**src/rtl/dual_clk_shift_pkg.sv**
```systemverilog
package dual_clk_shift_pkg;

  typedef struct packed {
    logic doShiftRight;
    logic doLoad;
  } ctrlStrobes_t;

endpackage

```
**src/rtl/bit_sync.sv**
```systemverilog
module bit_sync #(
  parameter int WIDTH  = 3,
  parameter int STAGES = 2
) (
  input  logic             clk,
  input  logic             rst,
  input  logic [WIDTH-1:0] asyncIn,
  output logic [WIDTH-1:0] syncOut
);

  logic [WIDTH-1:0] chain [STAGES];

  always_ff @(posedge clk) begin
    if (rst) chain[0] <= '0;
    else     chain[0] <= asyncIn;
  end

  for (genvar s = 1; s < STAGES; s++) begin : g_stage
    always_ff @(posedge clk) begin
      if (rst) chain[s] <= '0;
      else     chain[s] <= chain[s-1];
    end
  end

  assign syncOut = chain[STAGES-1];

endmodule

```
**src/rtl/shift_ctrl.sv**
```systemverilog
module shift_ctrl
  import dual_clk_shift_pkg::*;
#(
  parameter int SYNC_STAGES = 2
) (
  input  logic         clk,
  input  logic         rst,
  input  logic         shiftClkIn,
  input  logic         loadClkIn,
  input  logic         modeIn,
  output ctrlStrobes_t strobes
);

  logic [2:0] syncVec;
  logic       shiftSync, loadSync, modeSync;
  logic       shiftPrev, loadPrev;
  logic       shiftFall, loadFall;

  bit_sync #(.WIDTH(3), .STAGES(SYNC_STAGES)) u_sync (
    .clk     (clk),
    .rst     (rst),
    .asyncIn ({modeIn, loadClkIn, shiftClkIn}),
    .syncOut (syncVec)
  );

  assign shiftSync = syncVec[0];
  assign loadSync  = syncVec[1];
  assign modeSync  = syncVec[2];

  always_ff @(posedge clk) begin
    if (rst) begin
      shiftPrev <= 1'b0;
      loadPrev  <= 1'b0;
    end else begin
      shiftPrev <= shiftSync;
      loadPrev  <= loadSync;
    end
  end

  assign shiftFall = shiftPrev & ~shiftSync;
  assign loadFall  = loadPrev  & ~loadSync;

  always_comb begin
    strobes              = '0;
    strobes.doShiftRight = shiftFall & ~modeSync;
    strobes.doLoad       = loadFall  &  modeSync;
  end


  strobe_exclusive_chk: assert property (@(posedge clk) disable iff (rst)
    $onehot0({strobes.doShiftRight, strobes.doLoad}));


  single_load_chk: assert property (@(posedge clk) disable iff (rst)
    strobes.doLoad |=> !strobes.doLoad);


  single_shift_chk: assert property (@(posedge clk) disable iff (rst)
    strobes.doShiftRight |=> !strobes.doShiftRight);

endmodule

```
**src/rtl/shift_datapath.sv**
```systemverilog
module shift_datapath
  import dual_clk_shift_pkg::*;
#(
  parameter int WIDTH         = 4,
  parameter bit INTERNAL_LEFT = 1'b0
) (
  input  logic             clk,
  input  logic             rst,
  input  ctrlStrobes_t     strobes,
  input  logic             serIn,
  input  logic [WIDTH-1:0] parIn,
  output logic [WIDTH-1:0] q
);

  localparam int LAST = WIDTH - 1;

  logic [WIDTH-1:0] loadSrc;
  logic [WIDTH-1:0] shiftSrc;

  for (genvar i = 0; i < WIDTH; i++) begin : g_src
    if (i == 0) begin : g_first
      assign shiftSrc[i] = serIn;
    end else begin : g_rest
      assign shiftSrc[i] = q[i-1];
    end
    if (INTERNAL_LEFT && i < LAST) begin : g_loop
      assign loadSrc[i] = q[i+1];
    end else begin : g_ext
      assign loadSrc[i] = parIn[i];
    end
  end

  always_ff @(posedge clk) begin
    if (rst)                       q <= '0;
    else if (strobes.doLoad)       q <= loadSrc;
    else if (strobes.doShiftRight) q <= shiftSrc;
  end


  reset_clear_chk: assert property (@(posedge clk)
    rst |=> (q == '0));


  hold_when_idle_chk: assert property (@(posedge clk) disable iff (rst)
    !(strobes.doLoad || strobes.doShiftRight) |=> $stable(q));


  shift_right_chk: assert property (@(posedge clk) disable iff (rst)
    strobes.doShiftRight |=>
      (q[0] == $past(serIn)) && (q[LAST:1] == $past(q[LAST-1:0])));

  if (!INTERNAL_LEFT) begin : g_load_chk

    parallel_load_chk: assert property (@(posedge clk) disable iff (rst)
      strobes.doLoad |=> (q == $past(parIn)));
  end

endmodule

```
**src/rtl/dual_clk_shift_reg.sv**
```systemverilog
module dual_clk_shift_reg
  import dual_clk_shift_pkg::*;
#(
  parameter int WIDTH         = 4,
  parameter int SYNC_STAGES   = 2,
  parameter bit INTERNAL_LEFT = 1'b0
) (
  input  logic             clk,
  input  logic             rst,
  input  logic             shiftClk,
  input  logic             loadClk,
  input  logic             modeSel,
  input  logic             serIn,
  input  logic [WIDTH-1:0] parIn,
  output logic [WIDTH-1:0] q
);

  ctrlStrobes_t strobes;

  shift_ctrl #(.SYNC_STAGES(SYNC_STAGES)) u_ctrl (
    .clk        (clk),
    .rst        (rst),
    .shiftClkIn (shiftClk),
    .loadClkIn  (loadClk),
    .modeIn     (modeSel),
    .strobes    (strobes)
  );

  shift_datapath #(.WIDTH(WIDTH), .INTERNAL_LEFT(INTERNAL_LEFT)) u_dp (
    .clk     (clk),
    .rst     (rst),
    .strobes (strobes),
    .serIn   (serIn),
    .parIn   (parIn),
    .q       (q)
  );

endmodule

```
**config.mk**
```make
export PLATFORM = sky130hd
export DESIGN_NAME = dual_clk_shift_reg
export DESIGN_NICKNAME = d
export VERILOG_FILES = /design/src/rtl/dual_clk_shift_pkg.sv /design/src/rtl/bit_sync.sv /design/src/rtl/shift_ctrl.sv /design/src/rtl/shift_datapath.sv /design/src/rtl/dual_clk_shift_reg.sv
export SDC_FILE = /design/constraint.sdc
export NUM_CORES = 1
export LEC_CHECK = 0
export CAP_MARGIN = 20
export CORE_AREA = 2 2 39 41
export CTS_CLUSTER_DIAMETER = 30
export DETAILED_ROUTE_END_ITERATION = 8
export DIE_AREA = 0 0 41 43
export DONT_BUFFER_PORTS = 1
export GPL_ROUTABILITY_DRIVEN = 1
export PLACE_DENSITY_LB_ADDON = 0.12
export SLEW_MARGIN = 5
export SYNTH_ARGS = -nofsm -noshare
export SYNTH_HDL_FRONTEND = slang
export SYNTH_SLANG_ARGS = --single-unit
```
**constraint.sdc**
```tcl
create_clock -name clk -period 1.2 [get_ports clk]
set_input_delay 0.12 -clock clk [delete_from_list [all_inputs] [get_ports clk]]
set_output_delay 0.12 -clock clk [all_outputs]
set_load 0.05 [all_outputs]
```
==> summary.md <==
| Metric | Value |
|---|---|
| Outcome | finished clean |
| Clock skew | 0.00513 ns |
| Arrival @ worst endpoint | 1.17 ns |
| Worst-path maximum fanout | 4 |
| Starting DRT DRC Count | 0 |
| Pleak | 0.207 nW |
| Most area-hungry cell type in the Yosys netlist | dfxtp_1 |
| Initial Util | 0.303 |
| Synthesized instance count | 39 |
| Chip width | 41 µm |
| Pin count of the biggest net entering global routing | 13 |
| Post-route ant nets | 0 |
| Seq/Total Area, Yosys | 0.573 |
| Setup TNS | 0 ns |
| Reg2reg setup slack | 0.16 ns |
| Switching Fraction | 0.194 |
| Vias per cell | 4.80 |
| Worst Tran Pin Value | 0.440 ns |
| Synthesis-stage register bit count | 12 |
| Worst slew margin | 0.705 |
| DR WL/cell | 10.6 µm |
| Fin crit period | slightly above 1 ns |
| First-pass GRT wire length | 1120 µm |
| Worst setup SP type | flip-flop |
| Port-buffer cells | 0 |
| Synth top area share | 0.573 |
| Sequential Power Share | 0.545 |
| Grt total ovfl | 0 |
| Area taken by multi-input logic gates | 175 µm² |
| CTS tree | yes |
| Sequential cell area | around 240 µm² |
| Gate power share | 0.050 |
| Worst Hold Launch | parIn[3] |
| Final design utilization | 0.392 |
| Setup Buffers After CTS | 0 |
| Synth top area cells | dfxtp_1 (57%), nor2b_1 (12%), a211oi_2 (6.0%) |
| Clk_lat worst skew | 0.27 ns |
| Core Footprint | 0.00138 mm² |
| Final hold vios | 0 |
| Layout cell share with drive strength beyond 1 | 0.240 |
| Final worst-path cycle share | 0.864 |
| Worst Path Class, Setup | reg2reg |
| Max stage delay on crit path | 0.42 ns |
| Count of pins over their slew limit | 0 |
| DRC | 0 |
| Pint | 615 µW |
| H-tree depth | 1 |
| CTS sink cnt | 12 |
| Finished Cell Area | 542 µm² |
| Initial antenna violation count | 0 |
| Total power | 764 µW |
| Max_cap viols | 0 |
| Hold slack | approximately 0.068 ns |
| RR Startpoint | u_ctrl.u_sync.chain[1][0]$_SDFF_PP0_ |
| Final setup viols | 0 |
| Die ar. | ~0.0018 mm² |
| CTS root buf | clkbuf_4 |
| Worst hold path class | in2reg |
| Final WL | 702 µm |
| CTS Buf Count | 3 |
| Area of placed instances | 465 µm² |
| Vias in the first global route | 297 |
| RSZ-0062 raised after global routing | no |
| Crit path required time | 1.34 ns |
| Ant diodes | 0 |
| Placed cell count | 58 |
| TritonRoute pass-1 iters | 1 |
| Max Clk Rate | a little under 1000 MHz |
| Row cnt | 14 |
| Nets | 61 |
| Synth Area per Inst | 10.7 µm² |
| Worst Setup SP | u_ctrl.u_sync.chain[1][0]$_SDFF_PP0_ |
| Cell area after synthesis | 419 µm² |
| Max VDD drop | 0.000589 V |
| Final std cells w/o fill | 66 |
| Yosys warns | 0 |
| Die Ht | ~43 µm |
| Clock network fraction of design power | 0.405 |
| Mapped Nets | between 40 and 50 |
| Crit. End Element | flip-flop |
| Slowest-stage cell, CP | or3b_4 |
| PD cells | 1410 mW/mm² |
| Switching pwr | 149 µW |
| Vias | 317 |
| Top Ports | 14 |
| Yosys cell types | 13 |
| Critical Path, Cell by Cell | or3b_4, nand2_1, a211oi_2 |
| Final Wtd Congestion | around 0.58 |
| Filler cells | 148 |
| Reg clk slew, reported paths | roughly 0.070 ns |
| Total track usage | 0.0966 |
| Clock tree buffer depth | 2 |
| Area Overhead vs Synth | 29.3% |
| Post-Place Worst Slack | 0.184 ns |
| Post-DP HPWL | 538 µm |
| Final setup margin | 0.163 ns |
## power groups by stage
stage / clock [mW] / sequential [mW] / combinational [mW]
global placement: 0 / 0.426 / 0.0227
floorplan: 0 / 0.429 / 0.0189
CTS: 0.326 / 0.417 / 0.0386
global route: 0.338 / 0.418 / 0.0423
detailed placement: 0 / 0.426 / 0.0230
finish: 0.309 / 0.416 / 0.0382
## registers in the layout (all words and copies together) (netlist names)
| name | cells |
|---|---|
| u_ctrl.u_sync.chain | 6 |
| u_dp.q | 4 |
| u_ctrl.shiftPrev | 1 |
| u_ctrl.loadPrev | 1 |
## cells in the final DEF (no fill, tap or decap), drive strengths merged
cell type / instances
dfxtp: 12
nor2b: 8
a21oi: 4
dlygate4sd3: 4
buf: 4
clkbuf: 4
nand2: 2
nor2: 2
a211oi: 2
a22oi: 2
nand3: 2
or3b: 1
nor3b: 1
and3b: 1
nand3b: 1
## path summary, 6_finish.rpt
check	end	cells past startpoint
setup / recovery	u_dp.q[0]$_SDFFE_PP0P_	3
hold / removal	u_dp.q[3]$_SDFFE_PP0P_	2
setup reg to reg	u_dp.q[0]$_SDFFE_PP0P_	3
hold reg to reg	u_ctrl.u_sync.chain[1][0]$_SDFF_PP0_	1
## Yosys cell counts
| master | number |
|---|---|
| a21oi_1 | 4 |
| a22oi_1 | 2 |
| nand3b_1 | 1 |
| or3b_4 | 1 |
| nand2_1 | 2 |
| nor2b_1 | 8 |
| a211oi_2 | 2 |
| clkbuf_1 | 1 |
| and3b_1 | 1 |
| nand3_1 | 2 |
| nor3b_2 | 1 |
| nor2_1 | 2 |
| dfxtp_1 | 12 |
## cell type report
cell class,instances,share of cell area
Sequential cell,12,0.443
Multi-Input combinational cell,26,0.323
Timing Repair Buffer,8,0.129
Clock buffer,4,0.0670
Tap cell,16,0.0370
## routing by layer
layer | up-vias | wire [µm] | part of all wire | global-route usage
met1 | 146 | 300 | 0.43 | 0.100
met4 | 0 | 0 | 0 | 0.0800
met3 | 0 | 67 | 0.095 | 0.0314
met2 | 13 | 333 | 0.47 | 0.147
met5 | - | 0 | 0 | 0
li1 | 158 | - | - | -
## what timing repair did
action | CTS | global route
hold endpoints to repair | 12 | 0
resized for setup | 0 | 0
hold buffers | 4 | 0
## logic make-up after synthesis
group,after synthesis,synth area share
AND/OR/NAND/NOR,18,0.275
buffers and inverters,1,0.00895
flip-flops,12,0.573
AO/OA/AOI/OAI,8,0.143
## critical path, delay by kind of cell, from the launching register on
kind | cells | cell delay (ns)
DFF | 1 | 0.33
AOI/OAI and AO/OA | 1 | 0.06
and+or+nand+nor | 2 | 0.52
No activity file was read; power rests on OpenSTA's default activity.
